--- config.mk ---
export PLATFORM = sky130hd
export DESIGN_NAME = rtc_trim_prescaler
export DESIGN_NICKNAME = d
export VERILOG_FILES = /design/src/rtl/rtc_trim_pkg.sv /design/src/rtl/rtc_trim_ctrl.sv /design/src/rtl/rtc_trim_dpath.sv /design/src/rtl/rtc_trim_prescaler.sv
export SDC_FILE = /design/constraint.sdc
export NUM_CORES = 1
export LEC_CHECK = 0
export CAP_MARGIN = 10
export CORE_UTILIZATION = 55
export CTS_BUF_LIST = sky130_fd_sc_hd__clkbuf_2 sky130_fd_sc_hd__clkbuf_4 sky130_fd_sc_hd__clkbuf_8
export CTS_CLUSTER_SIZE = 10
export DETAILED_ROUTE_END_ITERATION = 8
export PLACE_DENSITY = 0.78
export SLEW_MARGIN = 20
export SYNTH_ARGS = -nofsm -noshare
export SYNTH_HDL_FRONTEND = slang
export SYNTH_HIERARCHICAL = 1
export SYNTH_SLANG_ARGS = --single-unit
--- constraint.sdc ---
create_clock -name oscClk -period 5.8 [get_ports oscClk]
set_input_delay 1.45 -clock oscClk [delete_from_list [all_inputs] [get_ports oscClk]]
set_output_delay 1.45 -clock oscClk [all_outputs]
set_load 0.1 [all_outputs]
--- src/rtl/rtc_trim_pkg.sv ---
package rtc_trim_pkg;
  localparam int ADJ_W = 8;

  // Per-second stretch request from control to datapath
  typedef struct packed {
    logic             lengthen;
    logic             shorten;
    logic [ADJ_W-1:0] amount;
  } adjStrobes_t;
endpackage

--- src/rtl/rtc_trim_ctrl.sv ---
module rtc_trim_ctrl
  import rtc_trim_pkg::*;
#(
  parameter int WINDOW_SECS = 15,
  parameter int TRIM_W      = 6
) (
  input  logic              clk,
  input  logic              rstN,
  input  logic              wrEn,
  input  logic              wrAddr,
  input  logic [TRIM_W-1:0] wrData,
  input  logic              secDone,
  output adjStrobes_t       adj,
  output logic              outSel,
  output logic              ftEn
);
  localparam int SEC_W   = $clog2(WINDOW_SECS + 1);
  localparam int CALC_W  = TRIM_W + SEC_W;
  localparam int MAG_MAX = 2 ** (TRIM_W - 1) - 1;
  localparam logic [CALC_W-1:0] WIN_C = CALC_W'(WINDOW_SECS);
  localparam logic [CALC_W-1:0] K_MAX = CALC_W'((2 * MAG_MAX + WINDOW_SECS - 1) / WINDOW_SECS);
  localparam logic [SEC_W-1:0]  LAST_SEC = SEC_W'(WINDOW_SECS - 1);

  logic [TRIM_W-1:0] trimReg;
  logic              actSign;
  logic [CALC_W-1:0] actBase;
  logic [SEC_W-1:0]  actRem;
  logic [SEC_W-1:0]  secIdx;

  logic [TRIM_W-2:0] trimMag;
  logic [CALC_W-1:0] totalAdj, nextBase, nextRem, kNow;
  logic              winEnd;

  always_comb begin
    trimMag  = trimReg[TRIM_W-2:0];
    totalAdj = trimReg[TRIM_W-1] ? (CALC_W'(trimMag) << 1) : CALC_W'(trimMag);
    nextBase = totalAdj / WIN_C;
    nextRem  = totalAdj % WIN_C;
    winEnd   = secDone && (secIdx == LAST_SEC);
    kNow     = actBase + CALC_W'(secIdx < actRem);
    adj.amount   = ADJ_W'(kNow);
    adj.lengthen = !actSign && (kNow != '0);
    adj.shorten  = actSign && (kNow != '0);
  end

  // Register write port
  always_ff @(posedge clk or negedge rstN) begin
    if (!rstN) begin
      trimReg <= '0;
      outSel  <= 1'b1;
      ftEn    <= 1'b0;
    end else if (wrEn) begin
      if (wrAddr) begin
        outSel <= wrData[0];
        ftEn   <= wrData[1];
      end else begin
        trimReg <= wrData;
      end
    end
  end

  // Second index within the window; trim latched at window end
  always_ff @(posedge clk or negedge rstN) begin
    if (!rstN) begin
      secIdx  <= '0;
      actSign <= 1'b0;
      actBase <= '0;
      actRem  <= '0;
    end else if (secDone) begin
      if (winEnd) begin
        secIdx  <= '0;
        actSign <= trimReg[TRIM_W-1];
        actBase <= nextBase;
        actRem  <= SEC_W'(nextRem);
      end else begin
        secIdx <= secIdx + 1'b1;
      end
    end
  end

  a_r4_adj_bound: assert property (@(posedge clk) disable iff (!rstN)
    kNow <= K_MAX);

  a_r5_trim_hold: assert property (@(posedge clk) disable iff (!rstN)
    !winEnd |=> ($stable(actBase) && $stable(actRem) && $stable(actSign)));

  a_r3_sec_range: assert property (@(posedge clk) disable iff (!rstN)
    secIdx <= LAST_SEC);
endmodule

--- src/rtl/rtc_trim_dpath.sv ---
module rtc_trim_dpath
  import rtc_trim_pkg::*;
#(
  parameter int CLK_HZ  = 32768,
  parameter int CAL_DIV = 64,
  parameter int CNT_W   = 16
) (
  input  logic        clk,
  input  logic        rstN,
  input  adjStrobes_t adj,
  input  logic        ftEn,
  input  logic        outSel,
  output logic        secDone,
  output logic        pinDriveLow
);
  localparam int CAL_W = $clog2(CAL_DIV);
  localparam logic [CNT_W-1:0] NOM_LAST = CNT_W'(CLK_HZ - 1);

  logic [CNT_W-1:0] cnt, amt, lastCount;
  logic [CAL_W-1:0] calCnt;
  logic             calWave, pinLevel;

  always_comb begin
    amt = CNT_W'(adj.amount);
    if (adj.lengthen)     lastCount = NOM_LAST + amt;
    else if (adj.shorten) lastCount = NOM_LAST - amt;
    else                  lastCount = NOM_LAST;
    secDone = (cnt == lastCount);
  end

  always_ff @(posedge clk or negedge rstN) begin
    if (!rstN)        cnt <= '0;
    else if (secDone) cnt <= '0;
    else              cnt <= cnt + 1'b1;
  end

  // Untrimmed divider for the test wave
  always_ff @(posedge clk or negedge rstN) begin
    if (!rstN) calCnt <= '0;
    else       calCnt <= calCnt + 1'b1;
  end

  always_comb begin
    calWave     = calCnt[CAL_W-1];
    pinLevel    = ftEn ? calWave : outSel;
    pinDriveLow = !pinLevel;
  end

  a_r1_tick_single: assert property (@(posedge clk) disable iff (!rstN)
    secDone |=> !secDone);

  a_r4_cnt_bound: assert property (@(posedge clk) disable iff (!rstN)
    cnt <= lastCount);
endmodule

--- src/rtl/rtc_trim_prescaler.sv ---
module rtc_trim_prescaler
  import rtc_trim_pkg::*;
#(
  parameter int CLK_HZ      = 32768,
  parameter int WINDOW_SECS = 15,
  parameter int TRIM_W      = 6,
  parameter int CAL_DIV     = 64
) (
  input  logic              oscClk,
  input  logic              rstN,
  input  logic              cfgWrEn,
  input  logic              cfgAddr,
  input  logic [TRIM_W-1:0] cfgWrData,
  output logic              tick1Hz,
  output logic              pinDriveLow
);
  localparam int MAG_MAX = 2 ** (TRIM_W - 1) - 1;
  localparam int K_MAX   = (2 * MAG_MAX + WINDOW_SECS - 1) / WINDOW_SECS;
  localparam int CNT_W   = $clog2(CLK_HZ + K_MAX + 1);

  adjStrobes_t adj;
  logic        secDone, outSel, ftEn;

  rtc_trim_ctrl #(
    .WINDOW_SECS(WINDOW_SECS),
    .TRIM_W     (TRIM_W)
  ) u_ctrl (
    .clk    (oscClk),
    .rstN   (rstN),
    .wrEn   (cfgWrEn),
    .wrAddr (cfgAddr),
    .wrData (cfgWrData),
    .secDone(secDone),
    .adj    (adj),
    .outSel (outSel),
    .ftEn   (ftEn)
  );

  rtc_trim_dpath #(
    .CLK_HZ (CLK_HZ),
    .CAL_DIV(CAL_DIV),
    .CNT_W  (CNT_W)
  ) u_dpath (
    .clk        (oscClk),
    .rstN       (rstN),
    .adj        (adj),
    .ftEn       (ftEn),
    .outSel     (outSel),
    .secDone    (secDone),
    .pinDriveLow(pinDriveLow)
  );

  assign tick1Hz = secDone;
endmodule

==> run metrics <==
filler instances 446; Worst Hold End u_dpath/calCnt[0]$_DFF_PN0_; Placed Area 0.00322 mm2; wire per inst 14.3 um; critical path type flop to output port; first-pass GRT wire length 9980 um; Final Setup Violations 0; pwr dens 205 mW/mm2; EDFF count, synth 0; Setup crit end kind output port; post-layout min period 5.68 ns; Synth Flop Type dfrtp_1; # H-tree levels 2; Worst-Skew Late Latency 0.30 ns; Vias per Instance 5.83; Least-Margin Pin Slew 0.965 ns; leakage power 1.44 nW; CP Data Arrival Time 4.23 ns; final period utilization 98.0%; diode count 0; Req. time, crit path 4.35 ns; Max clock buf depth 2; DR pass1 iterations 4; grt total ovfl 0; final setup TNS 0 ns; class of the worst hold path flop to flop; max-slew violation count 0; antenna-violating nets left 0; gr usage total 21.1%; Worst-path clk slew 0.09 ns; Synth cell types 69; drc violations 0; Seq cells post-synth 42; die area 0.00587 mm2; FF-to-FF setup slack 0.83 ns; maxcap violations 0; clk_skew 0.00708 ns; Starting Density 58.4%; CTS root buf clkbuf_8; io pins 12; proportion of layout cells with a drive suffix above 1 16.4%; async set or reset register ratio after synthesis 100%; number of global-route vias before repair 2,158; cts hold-fix bufs 0; unrepaired setup endpoints after global routing true; Num CTS Buffers 5; Syn. warnings 6; syn avg cell area 9.33 um2; final net count 359; largest net degree at the start of global routing 43; via count 2,366; HPWL after detailed placement 4200 um; crit path max fanout 7; RePlAce Congestion 0.892; port bufs 11; reg2reg start u_ctrl/secIdx[1]$_DFFE_PN0P_; synthesized instance count 328; Core Rows 26; Post-Synthesis Cell Area 0.00306 mm2; Final Hold Fails 0; Tot Pwr 0.000692 W; CTS tree done; highest clock rate 0.176 GHz; Iter 0 DRT Violations 138; worst hold path startpoint u_dpath/calCnt[0]$_DFF_PN0_; area grow syn2layout 10.4%; kind of start point of the critical path flop; Chip Height 76.6 um; Final Routed Wirelength 5790 um; initial antenna violation count 0; fin cells 406; maximum vdd ir drop 0.000272 V; post-synthesis sequential area ratio 34.4%; worst r2r dst u_ctrl/actRem[1]$_DFFE_PN0P_; slew margin rel. 35.5%; die width 76.6 um; hold path depth 1; Post-Place Cells 394; Clock Sinks 42; status finished clean; final instance area 0.00338 mm2; floorplan core area 0.00524 mm2; r2r worst-path depth 21
==> worst max-delay path by stage <==
stage	end	slack [ns]	startpoint
3_3_place_gp	tick1Hz	0.52	u_ctrl/secIdx[1]$_DFFE_PN0P_
2_1_floorplan	tick1Hz	-0.12	u_ctrl/secIdx[1]$_DFFE_PN0P_
5_1_grt	tick1Hz	-0.14	u_ctrl/secIdx[1]$_DFFE_PN0P_
4_1_cts	tick1Hz	0.11	u_ctrl/secIdx[1]$_DFFE_PN0P_
3_5_place_dp	tick1Hz	0.45	u_ctrl/secIdx[1]$_DFFE_PN0P_
6_report	tick1Hz	0.12	u_ctrl/secIdx[1]$_DFFE_PN0P_
==> sequential cells by signal (all words and copies together), names as in the netlist <==
register        cells
u_ctrl/actBase      3
u_ctrl/actRem       4
u_ctrl/actSign      1
u_ctrl/ftEn         1
u_ctrl/outSel       1
u_ctrl/secIdx       4
u_ctrl/trimReg      6
u_dpath/calCnt      6
u_dpath/cnt        16
==> placed cells by master, fill, tap and decap left out, types with 3 or more instances in the layout <==
master,instances
and3_1,5
ha_1,12
and4_1,3
mux2i_1,6
nand2b_1,4
inv_1,13
mux2_2,9
conb_1,4
nand4_1,9
nor4_1,3
clkbuf_8,5
nor2b_1,7
or4_4,3
nand3_1,12
a32oi_1,3
nand2_1,30
o21ai_0,13
a21oi_1,8
xnor2_1,11
nor4_4,3
clkdlybuf4s50_1,9
nor3_1,4
xor2_1,18
nor2_1,30
dfrtp_1,41
o211ai_1,5
buf_4,7
==> metal layers <==
layer	wire, um	global-route usage, %
met5	0	0
met3	148	2.87
met1	2930	29.8
met2	2620	33.0
met4	98	7.88
==> cells in the mapped netlist (3+ instances only) <==
cell type	count	share of area, %
nand3_1	12	2.0
nand2b_1	4	0.82
ha_1	14	5.7
o21ai_0	15	2.5
nand2_1	30	3.7
and3_1	5	1.0
nor4_1	5	1.0
buf_2	6	0.98
inv_1	13	1.6
or4_1	3	0.74
buf_6	3	1.1
and4_1	3	0.86
nor2_1	31	3.8
xnor2_1	11	3.1
nor2b_1	7	1.4
dfrtp_1	41	34
nor3_1	4	0.65
nand4_1	9	1.8
xor2_1	19	5.4
mux2_2	9	3.3
o211ai_1	5	1.2
a21oi_1	8	1.3
buf_4	5	1.2
a32oi_1	3	0.86
clkbuf_1	7	0.86
mux2i_1	6	2.0
==> cell type report <==
cell class              instances  area [um2]  area share (%)
clock inverters                 3        28.8           0.852
multi-input cells             254        1920            56.9
inverters                      14        52.6            1.55
repair buffers                 18         168            4.96
well taps                      70        87.6            2.59
flip-flops and latches         42        1050            31.1
clock buffers                   5        68.8            2.04
==> metrics by stage <==
step                      util (%)  hold WS [ns]  worst slack [ns]
after floorplan                  -         0.422            -0.120
after global placement        61.5         0.441             0.522
after detailed placement      61.5         0.447             0.452
after CTS                     63.4         0.461             0.108
after global routing          64.5         0.473            -0.144
final                         64.5         0.460             0.116
==> cells by family (layout without fill, tap and decap cells) <==
family / Yosys count / count (layout) / share of synthesized area, %
compound gates: 62 / 62 / 15.9
other cells: 1 / 4 / 0.123
xor+xnor: 30 / 30 / 8.59
mux: 18 / 18 / 6.70
simple gates: 126 / 126 / 22.7
flops: 42 / 42 / 34.4
buf+inv: 35 / 40 / 5.89
fa+ha+maj: 14 / 14 / 5.72
==> critical path, stage by stage, from the launching register on <==
cell and delay, ns:
dfrtp_1 0.43, ha_1 0.28, a21boi_1 0.13, o21ai_1 0.11, nand2b_1 0.06, a21oi_1 0.13, ha_2 0.21, ha_4 0.15
xor2_4 0.09, or4_4 0.59, nor4_4 0.14, ha_1 0.25, and2_4 0.16, o21ai_2 0.11, nand2b_1 0.07, a2111oi_2 0.20
nand4_1 0.20, nor4_4 0.38, buf_12 0.22
==> power by group <==
part	total (W)	leakage [nW]	switching, W	internal [W]
clock network	0.000207	0.0506	0.000117	0.0000901
logic	0.000163	0.877	0.0000897	0.0000731
registers	0.000322	0.512	0.0000207	0.000301
total	0.000692	1.44	0.000227	0.000464
==> what timing repair did <==
| action | CTS | global route |
|---|---|---|
| buffers inserted | 0 | 4 |
| endpoints found under the setup margin | 0 | 1 |
| gates resized for setup | 0 | 5 |
(Power assumes the default switching activity.)
